--- config.mk ---
export PLATFORM = sky130hd
export DESIGN_NAME = mlc_serial_corrector
export DESIGN_NICKNAME = d
export VERILOG_FILES = /design/src/rtl/mlc_pkg.sv /design/src/rtl/mlc_check_sums.sv /design/src/rtl/mlc_vote.sv /design/src/rtl/mlc_seq.sv /design/src/rtl/mlc_serial_corrector.sv
export SDC_FILE = /design/constraint.sdc
export NUM_CORES = 1
export LEC_CHECK = 0
export BUFFER_PORTS_ARGS = -buffer_cell sky130_fd_sc_hd__buf_2
export CAP_MARGIN = 15
export CORE_MARGIN = 5
export CORE_UTILIZATION = 45
export DETAILED_ROUTE_END_ITERATION = 6
export GPL_TIMING_DRIVEN = 0
export PLACE_DENSITY = 0.74
export SLEW_MARGIN = 20
export SYNTH_ARGS = -nofsm -noshare
export SYNTH_HDL_FRONTEND = slang
export SYNTH_SLANG_ARGS = --single-unit
--- constraint.sdc ---
create_clock -name clk -period 0.8 [get_ports clk]
set_input_delay 0.24 -clock clk [delete_from_list [all_inputs] [get_ports clk]]
set_output_delay 0.24 -clock clk [all_outputs]
set_load 0.005 [all_outputs]
--- src/rtl/mlc_pkg.sv ---
package mlc_pkg;
  // Number of orthogonal checks per code bit
  localparam int unsigned NCHK = 4;
  // Offsets of the ones in the base parity-check row
  localparam int unsigned BASE_ROW [NCHK] = '{0, 1, 3, 7};

  // Position of tap k in the check row j that covers the top bit (n-1)
  function automatic int unsigned tap_pos(input int unsigned j,
                                          input int unsigned k,
                                          input int unsigned n);
    int unsigned shift;
    shift = (n - 1 - BASE_ROW[j] + n) % n;
    return (shift + BASE_ROW[k]) % n;
  endfunction
endpackage

--- src/rtl/mlc_check_sums.sv ---
module mlc_check_sums #(
  parameter int unsigned N = 15
) (
  input  logic [N-1:0]              word,
  output logic [mlc_pkg::NCHK-1:0]  sums
);
  localparam int unsigned J = mlc_pkg::NCHK;

  logic [J-1:0][J-1:0] term;

  for (genvar j = 0; j < J; j++) begin : g_chk
    for (genvar k = 0; k < J; k++) begin : g_tap
      localparam int unsigned P = mlc_pkg::tap_pos(j, k, N);
      assign term[j][k] = word[P];
    end
    assign sums[j] = ^term[j];
  end
endmodule

--- src/rtl/mlc_vote.sv ---
module mlc_vote #(
  parameter int unsigned J      = 4,
  parameter int unsigned THRESH = 3
) (
  input  logic [J-1:0] sums,
  output logic         flip
);
  localparam int unsigned CW = $clog2(J + 1);

  logic [CW-1:0] ones;

  always_comb begin
    ones = '0;
    for (int i = 0; i < J; i++) begin
      ones = ones + CW'(sums[i]);
    end
    flip = (ones >= CW'(THRESH));
  end
endmodule

--- src/rtl/mlc_seq.sv ---
module mlc_seq #(
  parameter int unsigned N = 15
) (
  input  logic clk,
  input  logic rst_n,
  input  logic start,
  output logic load,
  output logic step,
  output logic busy,
  output logic done
);
  localparam int unsigned CW   = $clog2(N);
  localparam logic [CW-1:0] LAST = CW'(N - 1);

  logic [CW-1:0] cnt_q, cnt_d;
  logic          busy_q, busy_d;
  logic          done_q, done_d;
  logic          cnt_en;

  assign load   = start & ~busy_q;
  assign step   = busy_q;
  assign cnt_en = load | busy_q;

  always_comb begin
    cnt_d  = cnt_q;
    busy_d = busy_q;
    done_d = 1'b0;
    if (load) begin
      cnt_d  = '0;
      busy_d = 1'b1;
    end else if (busy_q) begin
      cnt_d = cnt_q + 1'b1;
      if (cnt_q == LAST) begin
        cnt_d  = '0;
        busy_d = 1'b0;
        done_d = 1'b1;
      end
    end
  end

  always_ff @(posedge clk or negedge rst_n) begin
    if (!rst_n) begin
      cnt_q  <= '0;
      busy_q <= 1'b0;
      done_q <= 1'b0;
    end else begin
      if (cnt_en) begin
        cnt_q  <= cnt_d;
        busy_q <= busy_d;
      end
      done_q <= done_d;
    end
  end

  assign busy = busy_q;
  assign done = done_q;

  // accepted start makes the block busy next cycle
  p_busy_after_start_r1: assert property (@(posedge clk) disable iff (!rst_n)
    (start && !busy) |=> busy);
  // done lasts one cycle
  p_done_pulse_r5: assert property (@(posedge clk) disable iff (!rst_n)
    done |=> !done);
  // done only closes a busy run, and busy is low with it
  p_done_ends_run_r5: assert property (@(posedge clk) disable iff (!rst_n)
    done |-> ($past(busy) && !busy));
  // step counter stays in range
  p_count_bound_r5: assert property (@(posedge clk) disable iff (!rst_n)
    busy |-> (cnt_q <= LAST));
  // a start while busy does not restart the count
  p_start_ignored_r8: assert property (@(posedge clk) disable iff (!rst_n)
    (busy && start && cnt_q != LAST) |=> (busy && cnt_q == $past(cnt_q) + 1'b1));
endmodule

--- src/rtl/mlc_serial_corrector.sv ---
module mlc_serial_corrector #(
  parameter int unsigned N      = 15,
  parameter int unsigned THRESH = 3
) (
  input  logic         clk,
  input  logic         rst_n,
  input  logic         start_i,
  input  logic [N-1:0] word_i,
  output logic         busy_o,
  output logic         done_o,
  output logic [N-1:0] word_o
);
  localparam int unsigned J   = mlc_pkg::NCHK;
  localparam int unsigned TOP = N - 1;

  // Reset: asynchronous assertion, synchronous release
  logic [1:0] rst_sync_q;
  logic       rst_int_n;

  always_ff @(posedge clk or negedge rst_n) begin
    if (!rst_n) rst_sync_q <= 2'b00;
    else        rst_sync_q <= {rst_sync_q[0], 1'b1};
  end
  assign rst_int_n = rst_sync_q[1];

  logic         load, step, busy, done;
  logic [J-1:0] sums;
  logic         flip;
  logic [N-1:0] sr_q, sr_d;
  logic         sr_en;

  mlc_seq #(.N(N)) u_seq (
    .clk   (clk),
    .rst_n (rst_int_n),
    .start (start_i),
    .load  (load),
    .step  (step),
    .busy  (busy),
    .done  (done)
  );

  mlc_check_sums #(.N(N)) u_sums (
    .word (sr_q),
    .sums (sums)
  );

  mlc_vote #(.J(J), .THRESH(THRESH)) u_vote (
    .sums (sums),
    .flip (flip)
  );

  assign sr_en = load | step;

  always_comb begin
    sr_d = sr_q;
    if (load)      sr_d = word_i;
    else if (step) sr_d = {sr_q[TOP-1:0], sr_q[TOP] ^ flip};
  end

  always_ff @(posedge clk or negedge rst_int_n) begin
    if (!rst_int_n)  sr_q <= '0;
    else if (sr_en)  sr_q <= sr_d;
  end

  assign busy_o = busy;
  assign done_o = done;
  assign word_o = sr_q;

  // an accepted start captures the input word
  p_load_word_r1: assert property (@(posedge clk) disable iff (!rst_int_n)
    load |=> (sr_q == $past(word_i)));
  // each step shifts the lower bits up by one place
  p_rotate_r4: assert property (@(posedge clk) disable iff (!rst_int_n)
    (step && !load) |=> (sr_q[TOP:1] == $past(sr_q[TOP-1:0])));
  // below the threshold the top bit wraps around unchanged
  p_keep_bit_r3: assert property (@(posedge clk) disable iff (!rst_int_n)
    (step && $countones(sums) < THRESH) |=> (sr_q[0] == $past(sr_q[TOP])));
  // at or above the threshold the top bit wraps around inverted
  p_flip_bit_r3: assert property (@(posedge clk) disable iff (!rst_int_n)
    (step && $countones(sums) >= THRESH) |=> (sr_q[0] != $past(sr_q[TOP])));
  // idle after reset until a start arrives
  p_idle_no_done_r9: assert property (@(posedge clk) disable iff (!rst_int_n)
    (!busy && !load) |=> !done);
endmodule

; ---- Word-level counts from Yosys, hierarchy flattened
; Cells that the tools add are included.
[totals]
ff_bits = 23
input_bits = 18
output_inout_bits = 17
elab_cells = 32
[op_classes]
add_sub_neg = 4
magnitude_cmp = 1
eq_ne = 1
mux = 11
bitwise = 4
n_reduce_logical = 6
[ops]
columns = operator, count
row1 = 2-to-1 mux 15 bit, 2
row2 = XOR reduction 4 bit, 4
row3 = 2-to-1 mux 4 bit, 3
row4 = adder 3 x 1 -> 3 bit, 2
row5 = 2-to-1 mux 1 bit, 6
row6 = "adder 4 x 1 -> 4 bit, second input constant", 1
row7 = "equality test 4 bit, second input constant", 1
row8 = ">= comparator 3 x 2 -> 1 bit, second input constant", 1
row9 = adder 1 x 1 -> 2 bit, 1
row10 = AND reduction 2 bit, 1
row11 = nonzero test 2 bit, 1
row12 = bitwise AND 1 bit, 1
row13 = NOT 1 bit, 1
row14 = bitwise OR 1 bit, 1
row15 = XOR 1 bit, 1

; ---- Longest topological paths before layout
; Gate-level depths: netlist (run 1).
[logic_depth]
word_depth = 8
depth_mapped = 11
depth_no_buf = 10

; ---- Cells and area by module
; A second synthesis (run 1) with hierarchy kept.
[hier_totals]
hier_cells = 125
hier_area_um2 = 1308.8
[modules_own_cells]
columns = mod, instances, cells_each, area_per_inst_um2, seq_area_each_um2
row1 = mlc_serial_corrector, 1, 70, 798.3, 425.4
row2 = mlc_seq, 1, 32, 316.6, 150.1
row3 = mlc_check_sums, 1, 13, 110.1, 0.0
row4 = mlc_vote, 1, 10, 83.8, 0.0

; ---- Least setup slack after synthesis (run 1)
; Ideal clock, no wire load.
[synth_timing]
path_type = register -> register
startpoint = reg sr_q[14] (netlist: word_o[14])
endpoint = reg sr_q[0] (netlist: word_o[0])
setup_time_ns = 0.120
t_arrival_ns = 2.392
t_required_ns = 0.680
setup_slack_ns = -1.712
path_stages_with_launch = 12
path_buffers = 1
synth_period_minus_slack_ns = 2.512
cell_sequence = dfrtp_1 > buf_6 > xor2_1 > xnor2_1 > ha_1 > inv_1 > fa_1 > inv_1 > ha_1 > and2b_1 > or3_1 > a31o_1
[synth_via]
elab_chain_cells = 8
word_cells_on_any_way = 11
cone_classes = add/sub: 3 / order compare: 1 / mux: 2 / bitwise: 1 / reduce/logical: 4
[synth_lines]
columns = element, line_no
row1 = "start, declared", mlc_serial_corrector.sv:29  ; logic [N-1:0] sr_q, sr_d;
row2 = "start signal, assigned", mlc_serial_corrector.sv:62  ; else if (sr_en) sr_q <= sr_d;
row3 = XOR reduction 4 bit, mlc_check_sums.sv:16  ; assign sums[j] = ^term[j];
row4 = adder 1 x 1 -> 2 bit, mlc_vote.sv:15  ; ones = ones + CW'(sums[i]);
row5 = adder 3 x 1 -> 3 bit (2 in a row), mlc_vote.sv:15
row6 = >= comparator 3 x 2 -> 1 bit, mlc_vote.sv:17  ; flip = (ones >= CW'(THRESH));
row7 = XOR 1 bit (*), mlc_serial_corrector.sv:57  ; else if (step) sr_d = {sr_q[TOP-1:0], sr_q[TOP] ^ flip};
row8 = 2-to-1 mux 15 bit (*), mlc_serial_corrector.sv:57
row9 = 2-to-1 mux 15 bit (*), mlc_serial_corrector.sv:56  ; if (load) sr_d = word_i;
; Mark *: on every way between the ends. The rest lies on a longest branch, timed or not. The select of a mux whose other input is x is not followed.
; A chain may end at the register's enable or synchronous reset.

; ---- Worst setup path after layout (run 1)
; Ends and elaborated chain as after synthesis.

==> metrics list, run 1 <==
* First-pass GRT wire length: 4910 um
- Vias in the first global route: 1041
* Clock Skew: 15.1 ps
* Sum of buffers and inverters on the critical path: 3
- The Yosys step of the flow raised 0 warnings.
- After the last flow step, the layout net total stands at 200.
- Width of the die: 61.9 um
- The number of different library cells used by synthesis comes to 20.
- Buffers on Ports: 33
* Endpoint class of the critical path: flop
* Area contributors post-synth: sky130_fd_sc_hd__dfrtp_1 (48%), sky130_fd_sc_hd__mux2i_1 (13%), sky130_fd_sc_hd__o21ai_0 (7.9%), sky130_fd_sc_hd__xnor2_1 (7.2%), sky130_fd_sc_hd__nand2_1 (5.9%)
- Library cell used as clock root buffer: sky130_fd_sc_hd__clkbuf_4
- Ratio of final minimum period to clock period: 322%
* Headroom to the max-slew limit: 40.8%
- The detail route stage leaves a number of antenna-violating nets equal to 0.
- Across all setup checks in the final design, the least slack found is -1770 ps.
* Max frequency: 0.389 GHz
- The congestion estimate from routability-driven global placement came to 0.748.
* Violated checks: negative setup slack
- For this run, the register share of the synthesized area comes to 47.6%.
- Cell family with the largest share of critical-path delay: adder cells
- Of all nets on the critical path, the largest fanout is 4.
- The first TritonRoute pass finished after 4 iterations.
- Setup total negative slack on the finished layout was measured at -16370 ps.
* Hold WS: 188 ps
* Avg Inst Size Synth: 10.3 um2
- The number of antenna diodes in the final layout is 0.
* P per Cell Area: 5070 mW/mm2
- Synthesis-to-layout area growth: 51.8%
- Final Hold Vio Count: 0
- Flops & latches, synth: 23
* Detailed placement HPWL: 2050 um
* Post-synthesis share of cell area spent on full adders, half adders and majority gates: 5.79%
- Critical path startpoint category: flop
* Row count: 18
- The total count of max-transition violations in the final report was 0.
* Share of final-layout standard cells stronger than drive strength 1: 50.6%
* Via Count: 1054
- Share of cell area taken by muxes after synthesis: 13.2%
- In the final routed layout, each cell accounts on average for 16.5 um.
- Cell with the most instances after synthesis: sky130_fd_sc_hd__dfrtp_1
- Placeable core area: 0.00252 mm2
* Initial Utilization: 48.0%
- Among all flip-flop cells after synthesis, the most frequent one is sky130_fd_sc_hd__dfrtp_1.
- For this design the top-level I/O count stands at 35.
- Die Y: 61.9 um
* Global route overflow: 0
* Clock tree from TritonCTS: built
* Worst-case clock buffer depth: 2
- CTS buffer count: 3
* Final setup violation count: 59
- Synth Cell Area: 0.00121 mm2
- For the pin with the worst max-slew slack, the measured transition is 889 ps.
* Number of enable-type register cells in the synthesized netlist: 0
- For this design, the slowest cell found on the critical path is sky130_fd_sc_hd__dfrtp_1.
* Initial antenna violation count: 0
- Compound-gate portion of the synthesized area: 9.10%
- Subtracting the final worst setup slack from the clock period gives 2570 ps.
- Largest voltage drop on the vdd net: 3380 uV
* Crit Path Category: flop to flop
* Worst-skew pair later-pin latency: 320 ps
* First DRT Iteration DRCs: 23
* Maximum number of pins on one net before global-route repair: 22
- Number of remaining DRC errors: 0
- After synthesis, the share of flip-flops with an asynchronous set or reset is 100%.
- Clk sinks: 23
- Net count after synthesis: 141
* Via density per instance: 5.12
* Total wirelength of the detailed-routed design: 3400 um
* Worst min path class: primary input to flop
- Xor/xnor share of the synthesized area: 9.41%
* Overall routing resource usage: 17.8%
- For this design the static power due to leakage is 0.924 nW.
- In this design, the critical path's most frequently occurring cell is sky130_fd_sc_hd__inv_2.
- Setup repair after global routing could not meet its margin everywhere.
* Outcome: finished with violations
- In this run the number of H-tree levels came out at 1.
- At the worst endpoint, the required time is 1030 ps.
- Fraction of synthesized cell area taken by the top area cell type: 47.6%
- Of the total synthesized cell area, the portion taken by AND, OR, NAND and NOR gates is 8.79%.
* CP peak stage delay: 410 ps
* Synthesized netlist cell count: 118
- The tool flagged a number of max-cap violations equal to 0.
- Library cell with the largest summed area after synthesis: sky130_fd_sc_hd__dfrtp_1
- The commonest cells after synthesis are sky130_fd_sc_hd__dfrtp_1 (23), sky130_fd_sc_hd__nand2_1 (19), sky130_fd_sc_hd__o21ai_0 (19).
- After synthesis, the largest family of logic cells by area is multiplexers.
- Die ar.: 0.00383 mm2
- Cell-by-cell listing of the critical path: buf_6, xor2_1, xnor2_1, ha_1, inv_2, fa_2, inv_2, ha_4, and2b_1, or3_1, a31o_1
- Clock-pin slew of the registers on the worst-case setup and hold paths: 140 ps
- Fill cells in the final layout number 183.
- CP arrival: 2800 ps
[worst reg2reg max path: stages (launching register included)]
cell                      delay [ps]
sky130_fd_sc_hd__dfrtp_1         410
sky130_fd_sc_hd__buf_6           140
sky130_fd_sc_hd__xor2_1          190
sky130_fd_sc_hd__xnor2_1         130
sky130_fd_sc_hd__ha_1            330
sky130_fd_sc_hd__inv_2            50
sky130_fd_sc_hd__fa_2            350
sky130_fd_sc_hd__inv_2            70
sky130_fd_sc_hd__ha_4            190
sky130_fd_sc_hd__and2b_1         150
sky130_fd_sc_hd__or3_1           300
sky130_fd_sc_hd__a31o_1          180
[placed cells by master, fill, tap and decap left out, types with 4 or more instances in the layout]
cell type and instances:
sky130_fd_sc_hd__buf_2 30, sky130_fd_sc_hd__buf_4 10, sky130_fd_sc_hd__buf_6 14, sky130_fd_sc_hd__dfrtp_1 22
sky130_fd_sc_hd__inv_1 4, sky130_fd_sc_hd__mux2i_1 16, sky130_fd_sc_hd__nand2_1 15, sky130_fd_sc_hd__o21ai_1 6
sky130_fd_sc_hd__o21ai_2 12, sky130_fd_sc_hd__xnor2_1 10
[per-layer routing]
metal,vias up,track usage (%),wire length (um)
li1,503,-,-
met1,519,23.7,1490
met2,28,29.0,1710
met3,4,2.69,162
met4,0,7.27,29
met5,-,0,0
[final timing paths]
kind                                from             to  slack, ps  cells after the start
setup / recovery              word_o[14]      word_o[0]      -1770                     11
hold / removal                 word_i[1]      word_o[1]        190                      3
setup reg to reg              word_o[14]      word_o[0]      -1770                     11
hold reg to reg            rst_sync_q[1]     u_seq.done        380                      0
max in group asynchronous  rst_sync_q[1]      word_o[2]       -200                      0
min in group asynchronous          rst_n  rst_sync_q[0]        210                      2
[per-stage QoR]
stage	total power [mW]	setup slack, ps	cells	util, %	cell area, um2
2_1_floorplan	5.43	-1630	118	-	1270
3_3_place_gp	6.32	-1670	181	58.2	1470
3_5_place_dp	6.71	-1730	181	58.2	1470
4_1_cts	7.98	-1740	198	65.9	1660
5_1_grt	10.1	-1880	206	72.8	1840
6_report	9.31	-1770	206	72.8	1840
[sequential cells by signal, indices dropped and copies added, names as in the netlist]
signal / cells
u_seq.cnt_q: 4
u_seq.busy: 1
word_o: 15
u_seq.done: 1
rst_sync_q: 2
[cell families after synthesis]
group / Yosys count
simple gates: 26
flops: 23
compound gates: 21
mux: 16
xor+xnor: 13
buf+inv: 13
fa+ha+maj: 5
other cells: 1
[power breakdown]
| part | internal [mW] | leakage, nW | total [mW] | switching [mW] |
|---|---|---|---|---|
| Clock | 0.187 | 0.0177 | 0.557 | 0.370 |
| Sequential | 1.69 | 0.281 | 2.26 | 0.577 |
| Combinational | 3.52 | 0.626 | 6.49 | 2.96 |
| Total | 5.39 | 0.924 | 9.31 | 3.91 |
[what timing repair did]
item                                    CTS  global route
gates cloned                              0             2
endpoints found under the setup margin   59            59
hold buffers                              1             0
resized for setup                        16            23
pin swaps                                 5             3
endpoints found under the hold margin     2             0
setup buffers                            12             7
[layout make-up]
class	count	area (um2)	area share, %
tap	30	37.5	2.04
sequential	23	577	31.4
timing repair buffer	54	395	21.5
clock inverter	1	5.00	0.272
buffer	7	106	5.79
clock buffer	3	22.5	1.23
inverter	6	22.5	1.23
multi-input combinational	82	671	36.5
Note: power is estimated with default switching activity, not from simulation.
==> run 2, diff against run 1 <==
--- a/config.mk
+++ b/config.mk
@@ -7,11 +7,13 @@
 export LEC_CHECK = 0
 export BUFFER_PORTS_ARGS = -buffer_cell sky130_fd_sc_hd__buf_2
 export CAP_MARGIN = 15
+export CELL_PAD_IN_SITES_DETAIL_PLACEMENT = 1
+export CELL_PAD_IN_SITES_GLOBAL_PLACEMENT = 1
 export CORE_MARGIN = 5
-export CORE_UTILIZATION = 45
+export CORE_UTILIZATION = 34
 export DETAILED_ROUTE_END_ITERATION = 6
 export GPL_TIMING_DRIVEN = 0
-export PLACE_DENSITY = 0.74
+export PLACE_DENSITY_LB_ADDON = 0.1
 export SLEW_MARGIN = 20
 export SYNTH_ARGS = -nofsm -noshare
 export SYNTH_HDL_FRONTEND = slang
==> metrics list, run 2 (same netlist as run 1, synthesis figures left out) <==
- Outcome: finished with violations
- Violated checks: negative setup slack
- The number of design rule violations left after detail routing came to 0 (unchanged).
- The number of instances in the placed design is 197 (+8.8%).
- The initial standard-cell utilization of the core came to 35.7% (-12 points).
* Pre-Repair DR Iteration Count: 2 (-2)
- Crit path launch: word_o[14]
- Sequential Area: 584 um2 (+1.3%)
- Final Hold Vio Count: 0 (unchanged)
- The final instance area came to 0.00193 mm2 (+5.3%).
- The final worst clock skew is 6.15 ps (-8.97 ps).
- The largest net degree at the start of global routing was 22 (unchanged).
- The number of flip-flops in the largest register is 15 (unchanged).
- The number of standard-cell rows in the floorplan came to 21 (+3).
- The final-layout worst hold slack came to 186 ps (-1.29 ps).
* Final setup violation count: 38 (-36%)
- The number of vias per cell after detailed routing came to 4.80 (-6.2%).
* Placed cell areas: 0.00149 mm2 (+1.4%)
* Via Count: 1056 (+0.19%)
- Max frequency: 0.387 GHz (-0.54%)
* Width of the die: 69.7 um (+13%)
- Vias in the first global route: 1199 (+15%)
- Number of nets in the layout: 198 (-1.0%)
* Global route overflow: 0 (unchanged)
* Critical path startpoint category: flop
- Setup repair after global routing missed its margin: yes
- Ratio of final minimum period to clock period: 323% (+1.7 points)
* Biggest fanout along the worst timing path: 4 (unchanged)
- Placeable core area: 0.00339 mm2 (+34%)
- Crit Path Category: flop to flop
- The clock-pin slew on the worst setup and hold paths came to 140 ps (about the same).
- The starting DRC count in detailed routing was 9 (-61%).
- CP arrival: 2810 ps (about the same)
- The critical path ends at word_o[0].
- The critical path goes through buf_6, xor2_2, xnor2_1, ha_1, inv_1, fa_2, inv_2, ha_4, and2b_1, or3_1, a31o_1.
- The deepest level of the CTS H-tree was 1 (unchanged).
* Final GP Congestion: 0.729 (-2.5%)
- Initial antenna violation count: 0 (unchanged)
- The tree is rooted in a sky130_fd_sc_hd__clkbuf_4.
* Synthesis-to-layout area growth: 59.9%
- The sum of internal, switching and leakage power came to 9.62 mW (+3.4%).
- The filler cell count in the final layout was 377 (+110%).
- The die footprint was 0.00485 mm2 (+27%).
- The slowest stage of the critical path belongs to the cell sky130_fd_sc_hd__dfrtp_1.
- The total half-perimeter wirelength after legalization and detailed placement was 2220 um (+8.0%).
* Share of final-layout standard cells stronger than drive strength 1: 61.5% (+11 points)
- Most frequent cells in the layout: sky130_fd_sc_hd__buf_2 (32), sky130_fd_sc_hd__dfrtp_1 (16), sky130_fd_sc_hd__mux2i_1 (15)
- Flop2flop setup slack: -1790 ps (about the same)
* Buffers on Ports: 33 (unchanged)
* Worst-skew pair later-pin latency: 320 ps (about the same)
- The area of combinational cells with multiple inputs came to 747 um2 (+11%).
* Post-route worst setup slack: -1790 ps (-13.9 ps)
- Final critical path time including I/O delays and setup: 2590 ps (+13.9 ps)
- The first-pass GRT wire length came to 5730 um (+17%).
- P per Cell Area: 4970 mW/mm2 (-1.8%)
* Largest voltage drop on the vdd net: 1750 uV (-48%)
- Most common cell after layout, fill and taps aside: sky130_fd_sc_hd__buf_2
* Clock tree from TritonCTS: built
* Worst min path class: primary input to flop
- The clock sink total is 23 (unchanged).
* Post-layout instance count excluding filler cells: 220 (+6.8%)
* Total wirelength of the detailed-routed design: 3670 um (+8.0%)
- Count of final max-slew check failures: 0 (unchanged)
* Count of antenna-violating nets left after detailed routing: 0 (unchanged)
* CTS buffer count: 3 (unchanged)
- Worst Path Required: 1020 ps (about the same)
- I/O pin count: 35 (unchanged)
- The per-cell routed wire length came to 16.7 um (+1.2%).
- Reg2reg end: word_o[0]
- The highest cell delay on the worst timing path was 410 ps (about the same).
- The reported leakage power was 0.933 nW (+0.95%).
- Headroom to the max-slew limit: 66.1% (+25 points)
* Measured slew at the worst slew-check pin: 508 ps (-381 ps)
* Overall routing resource usage: 14.9% (-2.9 points)
* Number of antenna cells inserted: 0 (unchanged)
* Logic depth of the worst register-to-register path: 11 (unchanged)
- The number of max-capacitance violations reported was 0 (unchanged).
- In this run the critical register-to-register path is launched from word_o[14].
- The height of the die was 69.7 um (+13%).
- The utilization of the core after routing was 57.1% (-16 points).
- The clock tree buffer depth was 2 (unchanged).
* Endpoint class of the critical path: flop
[run 2: changes by cell type in the layout (fill, tap and decap cells not counted), moves of 2 or more]
| cell | change |
|---|---|
| sky130_fd_sc_hd__dfrtp_1 | -6 |
| sky130_fd_sc_hd__nand2_2 | +3 |
| sky130_fd_sc_hd__nand2_4 | +9 |
| sky130_fd_sc_hd__buf_2 | +2 |
| sky130_fd_sc_hd__buf_6 | -6 |
| sky130_fd_sc_hd__nor2_2 | +2 |
| sky130_fd_sc_hd__dfrtp_2 | +6 |
| sky130_fd_sc_hd__nand2_1 | -11 |
| sky130_fd_sc_hd__buf_8 | +3 |
[run 2: final cells by class]
class | count | share of cell area, %
multi-input combinational | 82 | 38.6
timing repair buffer | 52 | 19.3
buffer | 7 | 6.27
inverter | 6 | 1.16
tap | 46 | 2.98
clock buffer | 3 | 1.16
sequential | 23 | 30.2
clock inverter | 1 | 0.259
[run 2: power by group]
group / leakage (nW) / internal, mW / total, mW / switching [mW]
logic: 0.642 / 3.65 / 6.66 / 3.01
clock network: 0.0177 / 0.188 / 0.585 / 0.397
registers: 0.274 / 1.71 / 2.38 / 0.665
total: 0.933 / 5.55 / 9.62 / 4.07
[run 2: metal layers]
| layer | vias to the layer above | wire, um | track usage, % |
|---|---|---|---|
| li1 | 505 | - | - |
| met1 | 525 | 1440 | 16.2 |
| met2 | 20 | 2020 | 27.9 |
| met3 | 6 | 126 | 2.32 |
| met4 | 0 | 83 | 7.23 |
| met5 | - | 0 | 0 |
[run 2: critical path, delay by kind of cell (launching register included)]
family,cells,cell delay [ps]
XOR/XNOR,2,310
buffers and inverters,3,270
adder cells (fa/ha/maj),3,790
AND/OR/NAND/NOR,2,470
flip-flops,1,410
AO/OA/AOI/OAI,1,240
[run 2: metrics by stage]
| stage | setup TNS [ps] | setup slack, ps |
|---|---|---|
| 6_report | -12340 | -1790 |
| 4_1_cts | -11810 | -1780 |
| 5_1_grt | -13690 | -1870 |
| 3_3_place_gp | -9040 | -1680 |
| 3_5_place_dp | -9530 | -1770 |
| 2_1_floorplan | -3680 | -1630 |
[run 2: repair_timing]
action                                  in CTS  in global routing
endpoints found under the hold margin        2                  0
setup buffers                                8                  7
gates cloned                                 4                  0
resized for setup                           40                 27
endpoints found under the setup margin      59                 38
pin swaps                                   12                 11
hold buffers                                 1                  0
[run 2: worst min path at each step]
stage / cells past startpoint / end / startpoint
2_1_floorplan: 0 / rst_sync_q[0] / rst_n
3_3_place_gp: 1 / rst_sync_q[0] / rst_n
3_5_place_dp: 1 / rst_sync_q[1] / rst_n
4_1_cts: 3 / word_o[13] / word_i[13]
5_1_grt: 3 / word_o[9] / word_i[9]
6_report: 3 / word_o[2] / word_i[2]
